==> config.mk <==
export PLATFORM = sky130hd
export DESIGN_NAME = ibi_requester
export DESIGN_NICKNAME = d
export VERILOG_FILES = /design/src/rtl/ibi_pkg.sv /design/src/rtl/ibi_bus_monitor.sv /design/src/rtl/ibi_idle_timer.sv /design/src/rtl/ibi_header_arbiter.sv /design/src/rtl/ibi_requester.sv
export SDC_FILE = /design/constraint.sdc
export NUM_CORES = 1
export LEC_CHECK = 0
export CAP_MARGIN = 25
export CORE_UTILIZATION = 25
export CTS_BUF_LIST = sky130_fd_sc_hd__clkbuf_16
export DETAILED_ROUTE_END_ITERATION = 10
export GPL_TIMING_DRIVEN = 0
export REMOVE_ABC_BUFFERS = 1
export SETUP_SLACK_MARGIN = 0.02
export SLEW_MARGIN = 10
export SYNTH_ARGS = -nofsm -noshare
export SYNTH_HDL_FRONTEND = slang
export SYNTH_HIERARCHICAL = 1
export SYNTH_SLANG_ARGS = --single-unit
==> constraint.sdc <==
create_clock -name clk -period 2.15 [get_ports clk]
set_clock_uncertainty 0.2 [all_clocks]
set_input_delay 0.43 -clock clk [delete_from_list [all_inputs] [get_ports clk]]
set_output_delay 0.43 -clock clk [all_outputs]
set_load 0.01 [all_outputs]
==> src/rtl/ibi_pkg.sv <==
// Shared types for the in-band interrupt requester.
// Assumes: outcome codes are visible at the block's ports and must not change.
package ibi_pkg;

    // Outcome code presented with the done pulse.
    typedef enum logic [1:0] {
        OUT_ACCEPT  = 2'b00,
        OUT_REFUSED = 2'b01,
        OUT_LOST_WR = 2'b10,
        OUT_PASSIVE = 2'b11
    } ibi_outcome_e;

    // Sequencer states.
    typedef enum logic [1:0] {
        ST_IDLE   = 2'b00,
        ST_LAUNCH = 2'b01,
        ST_HDR    = 2'b10,
        ST_WAIT   = 2'b11
    } ibi_state_e;

endpackage

==> src/rtl/ibi_bus_monitor.sv <==
// Watches the sampled SCL and SDA lines. It produces single-cycle edge
// events, bus-level Start and Stop events, and a bus-busy flag that is set
// by a Start and cleared by a Stop.
// Assumes: scl_in and sda_in are already synchronised to clk and idle high.
module ibi_bus_monitor (
    input  logic clk,
    input  logic rst_n,
    input  logic scl_in,
    input  logic sda_in,
    output logic scl_rise,
    output logic scl_fall,
    output logic any_edge,
    output logic start_evt,
    output logic stop_evt,
    output logic bus_busy
);

    logic scl_q;
    logic sda_q;
    logic busy_q;

    // Remember the previous line levels; the idle bus is high.
    always_ff @(posedge clk) begin
        if (!rst_n) begin
            scl_q <= 1'b1;
            sda_q <= 1'b1;
        end else begin
            scl_q <= scl_in;
            sda_q <= sda_in;
        end
    end

    // Derive edge and bus-condition events from the previous and current levels.
    always_comb begin
        scl_rise  = scl_in & ~scl_q;
        scl_fall  = ~scl_in & scl_q;
        any_edge  = (scl_in ^ scl_q) | (sda_in ^ sda_q);
        start_evt = scl_q & scl_in & sda_q & ~sda_in;
        stop_evt  = scl_q & scl_in & ~sda_q & sda_in;
    end

    // Track whether a transfer is open between a Start and its Stop.
    always_ff @(posedge clk) begin
        if (!rst_n)         busy_q <= 1'b0;
        else if (start_evt) busy_q <= 1'b1;
        else if (stop_evt)  busy_q <= 1'b0;
    end

    assign bus_busy = busy_q;


    bus_busy_set_chk: assert property (@(posedge clk) disable iff (!rst_n)
        $rose(sda_q) && scl_q && $past(scl_in) && scl_in |-> !busy_q || $past(start_evt));


    bus_open_chk: assert property (@(posedge clk) disable iff (!rst_n)
        start_evt |=> bus_busy);

endmodule

==> src/rtl/ibi_idle_timer.sv <==
// Counts consecutive cycles in which both lines are high with no edge
// and no open transfer. Flags the bus as available once the count reaches
// the programmed threshold. The count saturates at its maximum.
// Assumes: the threshold is held stable while a request waits.
module ibi_idle_timer #(
    parameter int CNT_W = 16
) (
    input  logic             clk,
    input  logic             rst_n,
    input  logic             scl_in,
    input  logic             sda_in,
    input  logic             any_edge,
    input  logic             bus_busy,
    input  logic [CNT_W-1:0] threshold,
    output logic             bus_avail
);

    localparam logic [CNT_W-1:0] CNT_MAX = {CNT_W{1'b1}};

    logic [CNT_W-1:0] cnt_q;
    logic             quiet;

    // A cycle counts as quiet only when nothing moves on a free, high bus.
    assign quiet = scl_in & sda_in & ~any_edge & ~bus_busy;

    // Count quiet cycles; any activity restarts the count.
    always_ff @(posedge clk) begin
        if (!rst_n)              cnt_q <= '0;
        else if (!quiet)         cnt_q <= '0;
        else if (cnt_q != CNT_MAX) cnt_q <= cnt_q + 1'b1;
    end

    assign bus_avail = ~bus_busy & (cnt_q >= threshold);


    idle_clear_chk: assert property (@(posedge clk) disable iff (!rst_n)
        any_edge |=> cnt_q == '0);


    idle_step_chk: assert property (@(posedge clk) disable iff (!rst_n)
        quiet && cnt_q != CNT_MAX |=> cnt_q == $past(cnt_q) + 1'b1);

endmodule

==> src/rtl/ibi_header_arbiter.sv <==
// Sequencer for one in-band interrupt request. It latches the request,
// launches a Start when the bus is available, and shifts the address plus
// read bit onto SDA, checking each released bit for a loss. It then reads
// the acknowledge bit and reports one outcome with a one-cycle done pulse.
// Assumes: bits change while SCL is low and are valid at the SCL rising edge;
// dyn_addr is stable while a request is pending.
module ibi_header_arbiter
    import ibi_pkg::*;
#(
    parameter int ADDR_W = 7
) (
    input  logic              clk,
    input  logic              rst_n,
    input  logic              sda_in,
    input  logic              scl_rise,
    input  logic              scl_fall,
    input  logic              start_evt,
    input  logic              stop_evt,
    input  logic              bus_busy,
    input  logic              bus_avail,
    input  logic [ADDR_W-1:0] dyn_addr,
    input  logic              req_pulse,
    output logic              sda_pull,
    output logic              busy,
    output logic              done,
    output logic [1:0]        outcome
);

    localparam int HDR_BITS = ADDR_W + 1;
    localparam int IDX_W    = $clog2(HDR_BITS + 1);
    localparam logic [IDX_W-1:0] RW_IDX  = IDX_W'(HDR_BITS - 1);
    localparam logic [IDX_W-1:0] ACK_IDX = IDX_W'(HDR_BITS);

    ibi_state_e          st_q;
    ibi_outcome_e        outcome_q;
    logic                sda_pull_q;
    logic                pending_q;
    logic                own_q;
    logic                done_q;
    logic [IDX_W-1:0]    idx_q;
    logic [HDR_BITS-1:0] hdr_q;
    logic                cur_bit;

    // The bit currently being presented is the MSB of the shift register.
    assign cur_bit = hdr_q[HDR_BITS-1];

    // Request latch, header sequencing, arbitration and outcome reporting.
    always_ff @(posedge clk) begin
        if (!rst_n) begin
            st_q       <= ST_IDLE;
            outcome_q  <= OUT_ACCEPT;
            sda_pull_q <= 1'b0;
            pending_q  <= 1'b0;
            own_q      <= 1'b0;
            done_q     <= 1'b0;
            idx_q      <= '0;
            hdr_q      <= '0;
        end else begin
            done_q <= 1'b0;
            if (req_pulse) pending_q <= 1'b1;
            case (st_q)
                ST_IDLE: begin
                    sda_pull_q <= 1'b0;
                    if (pending_q && start_evt && !bus_busy) begin
                        st_q  <= ST_HDR;
                        own_q <= 1'b0;
                        idx_q <= '0;
                        hdr_q <= {dyn_addr, 1'b1};
                    end else if (pending_q && bus_avail) begin
                        st_q       <= ST_LAUNCH;
                        sda_pull_q <= 1'b1;
                        own_q      <= 1'b1;
                    end
                end
                ST_LAUNCH: begin
                    if (start_evt) begin
                        st_q  <= ST_HDR;
                        idx_q <= '0;
                        hdr_q <= {dyn_addr, 1'b1};
                    end
                end
                ST_HDR: begin
                    if (stop_evt) begin
                        st_q       <= ST_IDLE;
                        sda_pull_q <= 1'b0;
                    end else if (scl_fall) begin
                        sda_pull_q <= (idx_q < ACK_IDX) ? ~cur_bit : 1'b0;
                    end else if (scl_rise) begin
                        if (idx_q == ACK_IDX) begin
                            st_q   <= ST_WAIT;
                            done_q <= 1'b1;
                            if (!sda_in) begin
                                outcome_q <= OUT_ACCEPT;
                                pending_q <= 1'b0;
                            end else begin
                                outcome_q <= own_q ? OUT_REFUSED : OUT_PASSIVE;
                            end
                        end else if (cur_bit && !sda_in) begin
                            st_q       <= ST_WAIT;
                            sda_pull_q <= 1'b0;
                            if (idx_q == RW_IDX) begin
                                done_q    <= 1'b1;
                                outcome_q <= OUT_LOST_WR;
                            end
                        end else begin
                            idx_q <= idx_q + 1'b1;
                            hdr_q <= hdr_q << 1;
                        end
                    end
                end
                default: begin
                    sda_pull_q <= 1'b0;
                    if (stop_evt) st_q <= ST_IDLE;
                end
            endcase
        end
    end

    assign sda_pull = sda_pull_q;
    assign busy     = pending_q | (st_q != ST_IDLE);
    assign done     = done_q;
    assign outcome  = outcome_q;


    done_pulse_chk: assert property (@(posedge clk) disable iff (!rst_n)
        done_q |=> !done_q);


    idle_no_pull_chk: assert property (@(posedge clk) disable iff (!rst_n)
        !busy |-> !sda_pull_q);


    accept_clears_chk: assert property (@(posedge clk) disable iff (!rst_n)
        done_q && outcome_q == OUT_ACCEPT |-> !pending_q);


    keep_request_chk: assert property (@(posedge clk) disable iff (!rst_n)
        done_q && outcome_q != OUT_ACCEPT |-> pending_q);


    restart_ignored_chk: assert property (@(posedge clk) disable iff (!rst_n)
        st_q == ST_IDLE && start_evt && bus_busy |=> st_q == ST_IDLE && !sda_pull_q);


    lost_release_chk: assert property (@(posedge clk) disable iff (!rst_n)
        st_q == ST_HDR && scl_rise && cur_bit && !sda_in && idx_q != ACK_IDX
        |=> !sda_pull_q && st_q == ST_WAIT);


    pull_on_fall_chk: assert property (@(posedge clk) disable iff (!rst_n)
        $rose(sda_pull_q) |-> $past(st_q) == ST_IDLE || $past(scl_fall));

endmodule

==> src/rtl/ibi_requester.sv <==
// Top of the in-band interrupt requester. It joins the bus monitor, the
// idle timer and the header arbiter. SDA drive is open-drain: the output
// only asks for the line to be pulled low.
// Assumes: scl_in/sda_in are synchronised samples of the wired bus lines.
module ibi_requester #(
    parameter int ADDR_W = 7,
    parameter int CNT_W  = 16
) (
    input  logic              clk,
    input  logic              rst_n,
    input  logic              scl_in,
    input  logic              sda_in,
    input  logic [ADDR_W-1:0] dyn_addr,
    input  logic              ibi_req,
    input  logic [CNT_W-1:0]  avail_cycles,
    output logic              sda_pull_en,
    output logic              busy,
    output logic              done,
    output logic [1:0]        outcome
);

    logic scl_rise;
    logic scl_fall;
    logic any_edge;
    logic start_evt;
    logic stop_evt;
    logic bus_busy;
    logic bus_avail;

    ibi_bus_monitor u_mon (
        .clk       (clk),
        .rst_n     (rst_n),
        .scl_in    (scl_in),
        .sda_in    (sda_in),
        .scl_rise  (scl_rise),
        .scl_fall  (scl_fall),
        .any_edge  (any_edge),
        .start_evt (start_evt),
        .stop_evt  (stop_evt),
        .bus_busy  (bus_busy)
    );

    ibi_idle_timer #(.CNT_W(CNT_W)) u_idle (
        .clk       (clk),
        .rst_n     (rst_n),
        .scl_in    (scl_in),
        .sda_in    (sda_in),
        .any_edge  (any_edge),
        .bus_busy  (bus_busy),
        .threshold (avail_cycles),
        .bus_avail (bus_avail)
    );

    ibi_header_arbiter #(.ADDR_W(ADDR_W)) u_arb (
        .clk       (clk),
        .rst_n     (rst_n),
        .sda_in    (sda_in),
        .scl_rise  (scl_rise),
        .scl_fall  (scl_fall),
        .start_evt (start_evt),
        .stop_evt  (stop_evt),
        .bus_busy  (bus_busy),
        .bus_avail (bus_avail),
        .dyn_addr  (dyn_addr),
        .req_pulse (ibi_req),
        .sda_pull  (sda_pull_en),
        .busy      (busy),
        .done      (done),
        .outcome   (outcome)
    );

endmodule

==> results of run 1 <==
timing repair:
action	4_1_cts	5_1_grt
gates resized for setup	82	16
pin swaps	32	6
endpoints found under the setup margin	36	30
endpoints found under the hold margin	0	0
buffers inserted	16	3
cells in the final DEF, fill, tap and decap left out, types with 2 or more instances in the layout:
| cell | n |
|---|---|
| ha_2 | 3 |
| nand3b_1 | 3 |
| dfxtp_2 | 4 |
| clkbuf_2 | 2 |
| dfxtp_4 | 3 |
| buf_2 | 3 |
| nor2_1 | 11 |
| ha_1 | 9 |
| ha_4 | 10 |
| o221a_2 | 2 |
| nor2b_1 | 7 |
| inv_2 | 9 |
| and4_1 | 3 |
| a21oi_1 | 26 |
| nor3_2 | 2 |
| o21a_1 | 3 |
| clkbuf_16 | 5 |
| clkdlybuf4s50_1 | 12 |
| dfxtp_1 | 32 |
| a211oi_2 | 2 |
| nand3_1 | 13 |
| mux2i_1 | 13 |
| nand2_1 | 30 |
| a2111o_1 | 6 |
| a31oi_1 | 4 |
| o21ai_2 | 7 |
| clkdlybuf4s15_1 | 3 |
| buf_4 | 17 |
| and2_1 | 3 |
| inv_1 | 14 |
| xnor2_1 | 2 |
| nand4_1 | 8 |
| o21ai_1 | 3 |
| o31ai_1 | 7 |
| dlygate4sd2_1 | 9 |
| and3_1 | 3 |
| clkdlybuf4s15_2 | 2 |
| nand2b_1 | 6 |
| o21ai_0 | 7 |
layer usage:
layer | track usage (%) | wire [um]
met4 | 4.07 | 110
met2 | 21.6 | 2930
met1 | 14.8 | 2720
met5 | 0 | 0
met3 | 1.98 | 217
flip-flops by register name, indices dropped and copies added, names as in the netlist:
signal / cells
u_idle/cnt_q: 16
u_arb/hdr_q: 8
u_arb/idx_q: 4
u_arb/outcome: 2
u_arb/st_q: 2
u_arb/done: 1
u_arb/own_q: 1
u_arb/pending_q: 1
u_arb/sda_pull: 1
u_mon/bus_busy: 1
u_mon/scl_q: 1
u_mon/sda_q: 1
logic make-up (layout without fill, tap and decap cells):
logic type / Yosys count / in the layout
AND/OR/NAND/NOR: 106 / 106
AO/OA/AOI/OAI: 81 / 81
flip-flops: 39 / 39
buffers and inverters: 37 / 80
adder cells (fa/ha/maj): 22 / 22
multiplexers: 13 / 13
XOR/XNOR: 2 / 2
worst min-delay path: stages:
cell     delay [ns]
buf_2          0.15
inv_1          0.07
nand2_1        0.05
power by group through the flow:
stage | sequential [mW] | clock [mW] | combinational (mW)
after floorplan | 0.765 | 0 | 0.0821
final | 0.751 | 0.715 | 0.176
after CTS | 0.751 | 0.734 | 0.172
after detailed placement | 0.769 | 0 | 0.164
after global placement | 0.769 | 0 | 0.161
after global routing | 0.754 | 0.776 | 0.196
how the worst max path moves through the flow:
stage	endpoint	cells after the start	slack [ns]
detailed placement	u_arb/st_q[0]$_SDFFE_PN0P_	10	-0.96
floorplan	u_arb/st_q[0]$_SDFFE_PN0P_	9	-0.15
CTS	u_arb/st_q[0]$_SDFFE_PN0P_	8	-0.07
finish	u_arb/st_q[0]$_SDFFE_PN0P_	10	-0.1
global placement	u_idle/cnt_q[13]$_SDFFE_PN0P_	5	-1.38
global route	u_arb/st_q[0]$_SDFFE_PN0P_	8	-0.19
area by class of cell:
cell class / count / area (um2) / share of cell area (%)
clock inverters: 3 / 16.3 / 0.480
repair buffers: 50 / 425 / 12.6
clock buffers: 5 / 125 / 3.70
multi-input cells: 224 / 1770 / 52.4
inverters: 22 / 82.6 / 2.44
well taps: 133 / 166 / 4.92
flip-flops and latches: 39 / 797 / 23.5
==> reports/metrics.yaml, run 1 <==
cells_and_area:
  antenna_cells: 0
  syn_to_final_growth_pct: 34.6
  final_util_pct: 34.6
  nets: 392
  post-route-cell-area_um2: 3390
  final_layout_size_suffix_gt1_share_pct: 26.8
  fillCellCount: 1013
  instances_no_fill: 476
route:
  post-route-drc-count: 0
  wirelength_um: 5970
  drt_iter0_markers: 96
  ant_nets: 0
  num_vias: 2324
  vias_per_cell: 4.88
  routedWlPerCell_um: 12.6
  firstDrtPassIters: 4
power:
  cellLeakagePower_nw: 1.34
  seqPwrFrac_pct: 45.7
  switching_share_pct: 24.0
  peakVddDrop_mv: 0.278
  internal-power_mw: 1.25
  clkPwrFrac_pct: 43.5
  p_per_area_nw_per_um2: 485
  switchingPower_mw: 0.394
  p_comb_share_pct: 10.7
  p_total_mw: 1.64
clock_tree:
  insertion_delay_ns: 0.28
  clockRootBuffer: "clkbuf_16"
  clk_path_buf_depth: 2
  tritoncts: "yes"
  cts_hold_buf: 0
  cts_buffers: 5
  clkSinkCount: 39
  h-tree-depth: 2
  cts.clk_slew.worst_paths_ns: 0.06
critical_path:
  path_buf_inv: 3
  crit_arrival_ns: 2.23
  rr_worst_depth: 8
  cp_slowest_cell: "or4_4"
  r2r_start: "u_idle/cnt_q[13]$_SDFFE_PN0P_"
  regToRegSetupSlack_ns: -0.09
  required_ns: 2.13
  worst_path_largest_cell_delay_ns: 0.47
  critPathLaunchType: "input pin"
  crit_path_end_kind: "register"
  path_class: "in -> reg"
  cp_max_fo: 2
  crit_chain: "clkdlybuf4s15_2, inv_2, ha_4, nand4_1, or4_4, o21ai_4, inv_1, a21boi_1, o311ai_1, a221oi_1"
  crit_start: "avail_cycles[14]"
  cp_top_family: "compound AO/OA/AOI/OAI gates"
  regToRegEndpoint: "u_arb/st_q[0]$_SDFFE_PN0P_"
logic_synthesis:
  synthMuxAreaShare_pct: 5.17
  yosys.area_share.xor_xnor_pct: 0.697
  ys.flop_type: "dfxtp_1"
  synth.cell_area_um2: 2510
  yosys-top-cells-area: "dfxtp_1 31%, ha_1 11%, a21oi_1 5.4%"
  synth_top_area_share_pct: 31.0
  synth_common_cells: "39 x dfxtp_1, 30 x nand2_1, 27 x a21oi_1"
  avgSynthCellArea_um2: 8.38
  synth_compound_area_share_pct: 21.9
  synth_top_family_by_area: "simple AND/OR/NAND/NOR gates"
  synth_sequential_area_ratio_pct: 31.0
  synth_warnings: 6
  synth_top_area_cell: "dfxtp_1"
  post-synth-top-count-cell: "dfxtp_1"
  synthSimpleGateAreaFrac_pct: 23.4
  synthCells: 300
  synth-edff-count: 0
  synthAdderAreaFrac_pct: 10.9
  async_reset_ff_share_pct: 0
  ys_ff_latch: 39
  netlist-cell-type-count: 53
placement:
  place_area_um2: 2920
  dp_slack_ns: -0.957
  dpl.cell_count: 450
  port_buffers: 32
  hpwl_um: 3940
  place.gp.congestion: 0.743
timing:
  hold_viol_final: 0
  fin_crit_ns: 2.25
  maxSlewHeadroom_pct: 58.9
  finalSetupViolCount: 3
  drv_slew: 0
  clock.fmax_mhz: 445
  hold-worst-slack_ns: 0.257
  worst_pin_slew_ns: 0.617
  rsz0062_at_grt: "yes"
  fin_setup_tns_ns: -0.175
  post-route-period-util_pct: 105
  setup_slack_ns: -0.0982
die:
  die_area_um2: 10500
  ioPinCount: 33
  fp.dieW_um: 102
  die_y_um: 102
  core_um2: 9770
  rows: 36
  start_util_pct: 25.7
min_path:
  hp-start: "scl_in"
  whs_path_depth: 3
  hold_end: "u_mon/scl_q$_SDFF_PN1_"
  hp-class: "in -> reg"
status:
  violations: "negative setup slack"
  status: "finished, violations left"
global_routing:
  grt_max_degree: 27
  grt_pass1_wl_um: 10100
  first_global_vias: 2250
  grt_overflow_total: 0
  antenna_found_initial: 0
  grt.total_usage_pct: 12.1
run:
  maxCapViolCount: 0
Note: power is estimated with default switching activity, not from simulation.
==> run 2, diff against run 1 <==
--- a/config.mk
+++ b/config.mk
@@ -5,9 +5,12 @@
 export SDC_FILE = /design/constraint.sdc
 export NUM_CORES = 1
 export LEC_CHECK = 0
+export ABC_AREA = 1
 export CAP_MARGIN = 25
+export CORE_MARGIN = 10
 export CORE_UTILIZATION = 25
 export CTS_BUF_LIST = sky130_fd_sc_hd__clkbuf_16
+export CTS_CLUSTER_SIZE = 20
 export DETAILED_ROUTE_END_ITERATION = 10
 export GPL_TIMING_DRIVEN = 0
 export REMOVE_ABC_BUFFERS = 1
==> run 2 against run 1 <==
Net effect:
- the run now ends clean
- sequential power up 13%
- clock power is 2% higher
- synthesized area increased by 10%
- sequential cell count is the same
- global-route usage down 4.1 points
- final cell count rose by 25%
- clock-buffer cell count is the same
- final area up 5.8%
- combinational power grew to 3.8 times the previous value
- die area up 50%
- maximum frequency up 7.9%
- core utilization fell by 1.6 points
==> reports/metrics.yaml, run 2 <==
status:
  status: "finished clean"
clock_tree:
  clk_path_buf_depth: 2  # unchanged
  h-tree-depth: 2  # unchanged
  insertion_delay_ns: 0.28  # about the same
  cts_hold_buf: 0  # unchanged
  clockRootBuffer: "clkbuf_16"
  clkSinkCount: 39  # unchanged
  cts_buffers: 5  # unchanged
  tritoncts: "yes"
  cts.clk_slew.worst_paths_ns: 0.06  # about the same
critical_path:
  cp_max_fo: 7  # +5
  crit_start: "u_arb/st_q[0]$_SDFFE_PN0P_"
  r2r_start: "u_idle/cnt_q[10]$_SDFFE_PN0P_"
  critPathLaunchType: "register"
  rr_worst_depth: 10  # +2
  crit_path_end_kind: "output port"
  required_ns: 1.52  # -0.61 ns
  crit_arrival_ns: 1.45  # -0.78 ns
  path_class: "reg -> out"
  regToRegSetupSlack_ns: 0.10  # +0.19 ns
  regToRegEndpoint: "u_arb/own_q$_SDFFE_PN0P_"
die:
  start_util_pct: 25.6  # -0.15 points
  fp.dieW_um: 125  # +22%
  core_um2: 10800  # +11%
  ioPinCount: 33  # unchanged
  die_area_um2: 15700  # +50%
  die_y_um: 125  # +22%
  rows: 38  # +5.6%
global_routing:
  grt_max_degree: 18  # -33%
  antenna_found_initial: 1  # +1
  grt_overflow_total: 0  # unchanged
  first_global_vias: 2429  # +8.0%
  grt.total_usage_pct: 8.04  # -4.1 points
  grt_pass1_wl_um: 10900  # +7.8%
cells_and_area:
  instances_no_fill: 594  # +25%
  final_layout_size_suffix_gt1_share_pct: 21.4  # -5.4 points
  layout_common_cells: "107 x nand2_1, 47 x inv_1, 39 x nor2_1"
  largest_reg_flops: 16  # unchanged
  final_util_pct: 33.0  # -1.6 points
  fillCellCount: 1162  # +15%
  nets: 502  # +28%
  syn_to_final_growth_pct: 29.2
  multiInputGateArea_um2: 1870  # +5.4%
  reg_top3: "u_idle/cnt_q (16), u_arb/hdr_q (8), u_arb/idx_q (4)"
  seq_area_um2: 792  # -0.63%
  mostFrequentLayoutCell: "nand2_1"
  post-route-cell-area_um2: 3580  # +5.8%
  top_register: "u_idle/cnt_q"
logic_synthesis:
  synth.cell_area_um2: 2770  # +10%
  async_reset_ff_share_pct: 0  # unchanged
  synth_top_area_share_pct: 28.2  # -2.9 points
  ys.flop_type: "dfxtp_1"
  ys_ff_latch: 39  # unchanged
  avgSynthCellArea_um2: 6.75  # -20%
  synth-edff-count: 0  # unchanged
  synthCells: 411  # +37%
  post-synth-top-count-cell: "nand2_1"
  synth_top_area_cell: "dfxtp_1"
  netlist-cell-type-count: 35  # -34%
  synth_warnings: 6  # unchanged
  synth_sequential_area_ratio_pct: 28.2  # -2.9 points
  yosys-top-cells-area: "dfxtp_1 28%, nand2_1 15%, ha_1 9.9%"
  synth_common_cells: "111 x nand2_1, 59 x inv_1, 40 x nor2_1"
min_path:
  hp-class: "reg -> reg"
  hold_end: "u_arb/outcome[1]$_SDFFE_PN0P_"
  hp-start: "u_arb/outcome[1]$_SDFFE_PN0P_"
  whs_path_depth: 2  # -1
timing:
  drv_slew: 0  # unchanged
  finalSetupViolCount: 0  # -3
  hold-worst-slack_ns: 0.259  # +0.00213 ns
  worst_pin_slew_ns: 0.654  # +0.0373 ns
  post-route-period-util_pct: 96.9  # -7.6 points
  fin_crit_ns: 2.08  # -0.164 ns
  fin_setup_tns_ns: 0  # +0.175 ns
  maxSlewHeadroom_pct: 56.3  # -2.6 points
  rsz0062_at_grt: "yes"
  clock.fmax_mhz: 480  # +7.9%
  hold_viol_final: 0  # unchanged
route:
  num_vias: 2604  # +12%
  drt_iter0_markers: 92  # -4.2%
  post-route-drc-count: 0  # unchanged
  routedWlPerCell_um: 11.1  # -12%
  ant_nets: 0  # unchanged
  vias_per_cell: 4.38  # -10%
  wirelength_um: 6570  # +10%
  firstDrtPassIters: 4  # unchanged
placement:
  dpl.cell_count: 580  # +29%
  place.gp.congestion: 0.826  # +11%
  place_area_um2: 3240  # +11%
  hpwl_um: 4930  # +25%
  port_buffers: 32  # unchanged
run:
  maxCapViolCount: 0  # unchanged
power:
  p_per_area_nw_per_um2: 628  # +30%
  cellLeakagePower_nw: 1.61  # +21%
  peakVddDrop_mv: 0.316  # +14%
[run 2: changes by cell type after synthesis, moves of 8 or more]
| cell | previous run | this run |
|---|---|---|
| inv_1 | 22 | 59 |
| nand2_1 | 30 | 111 |
| mux2i_1 | 13 | 0 |
| nand2_2 | 1 | 10 |
| nand3_1 | 13 | 31 |
| nor2_1 | 11 | 40 |
| inv_2 | 0 | 8 |
[run 2: worst max-delay path: stages, from the launching register on]
cell and delay, ns:
dfxtp_2 0.47, nor2_4 0.09, nand2_1 0.06, clkdlybuf4s50_1 0.55
[run 2: area by class of cell]
cell class / instances / share of cell area, %
Tap cell: 140 / 4.89
Timing Repair Buffer: 36 / 9.12
Antenna cell: 1 / 0.0699
Sequential cell: 39 / 22.1
Clock inverter: 3 / 0.559
Multi-Input combinational cell: 300 / 52.2
Clock buffer: 5 / 3.49
Inverter: 70 / 7.55
[run 2: layer usage]
metal | vias up | share of wire, % | GRT usage [%]
met1 | 1174 | 49 | 10.2
li1 | 1383 | - | -
met2 | 45 | 46 | 13.1
met3 | 2 | 4.4 | 2.03
met4 | 0 | 0.82 | 2.44
met5 | - | 0 | 0
[run 2: worst max path at each step]
stage                                          to  slack [ns]  cells after the start
finish                                       busy        0.07                      3
global route          u_arb/sda_pull$_SDFFE_PN0P_       -0.04                     11
CTS                    u_arb/st_q[1]$_SDFFE_PN0P_        0.03                     14
detailed placement     u_arb/st_q[1]$_SDFFE_PN0P_       -0.54                     15
global placement    u_idle/cnt_q[10]$_SDFFE_PN0P_       -0.52                      9
floorplan              u_arb/st_q[1]$_SDFFE_PN0P_        0.18                     14
[run 2: cells by family (layout without fill, tap and decap cells)]
| family | after synthesis | after routing | synth area share, % |
|---|---|---|---|
| flip-flops | 39 | 39 | 28.2 |
| adder cells (fa/ha/maj) | 22 | 22 | 9.93 |
| AND/OR/NAND/NOR | 239 | 240 | 43.3 |
| XOR/XNOR | 3 | 3 | 0.948 |
| AO/OA/AOI/OAI | 35 | 35 | 6.95 |
| other | 0 | 1 | 0 |
| buffers and inverters | 73 | 114 | 10.7 |
[run 2: stage by stage]
step / total power [mW] / setup WS, ns
floorplan: 1.31 / 0.185
detailed placement: 1.50 / -0.543
finish: 2.25 / 0.0657
global placement: 1.48 / -0.521
global route: 2.40 / -0.0370
CTS: 2.24 / 0.0313
[run 2: where the power goes]
group / switching [mW] / internal [mW]
registers: 0.0610 / 0.787
clock network: 0.298 / 0.427
logic: 0.422 / 0.254
[run 2: repair_timing]
action,4_1_cts,5_1_grt
setup endpoints to repair,31,14
resized for setup,42,23
pin swaps,34,12
setup buffers,2,2
cloned,0,1
==> run 3, diff against run 2 <==
--- a/config.mk
+++ b/config.mk
@@ -6,7 +6,6 @@
 export NUM_CORES = 1
 export LEC_CHECK = 0
 export ABC_AREA = 1
-export CAP_MARGIN = 25
 export CORE_MARGIN = 10
 export CORE_UTILIZATION = 25
 export CTS_BUF_LIST = sky130_fd_sc_hd__clkbuf_16
==> results of run 3 <==
The final DEF is identical to that of run 2; final timing and power are the same.
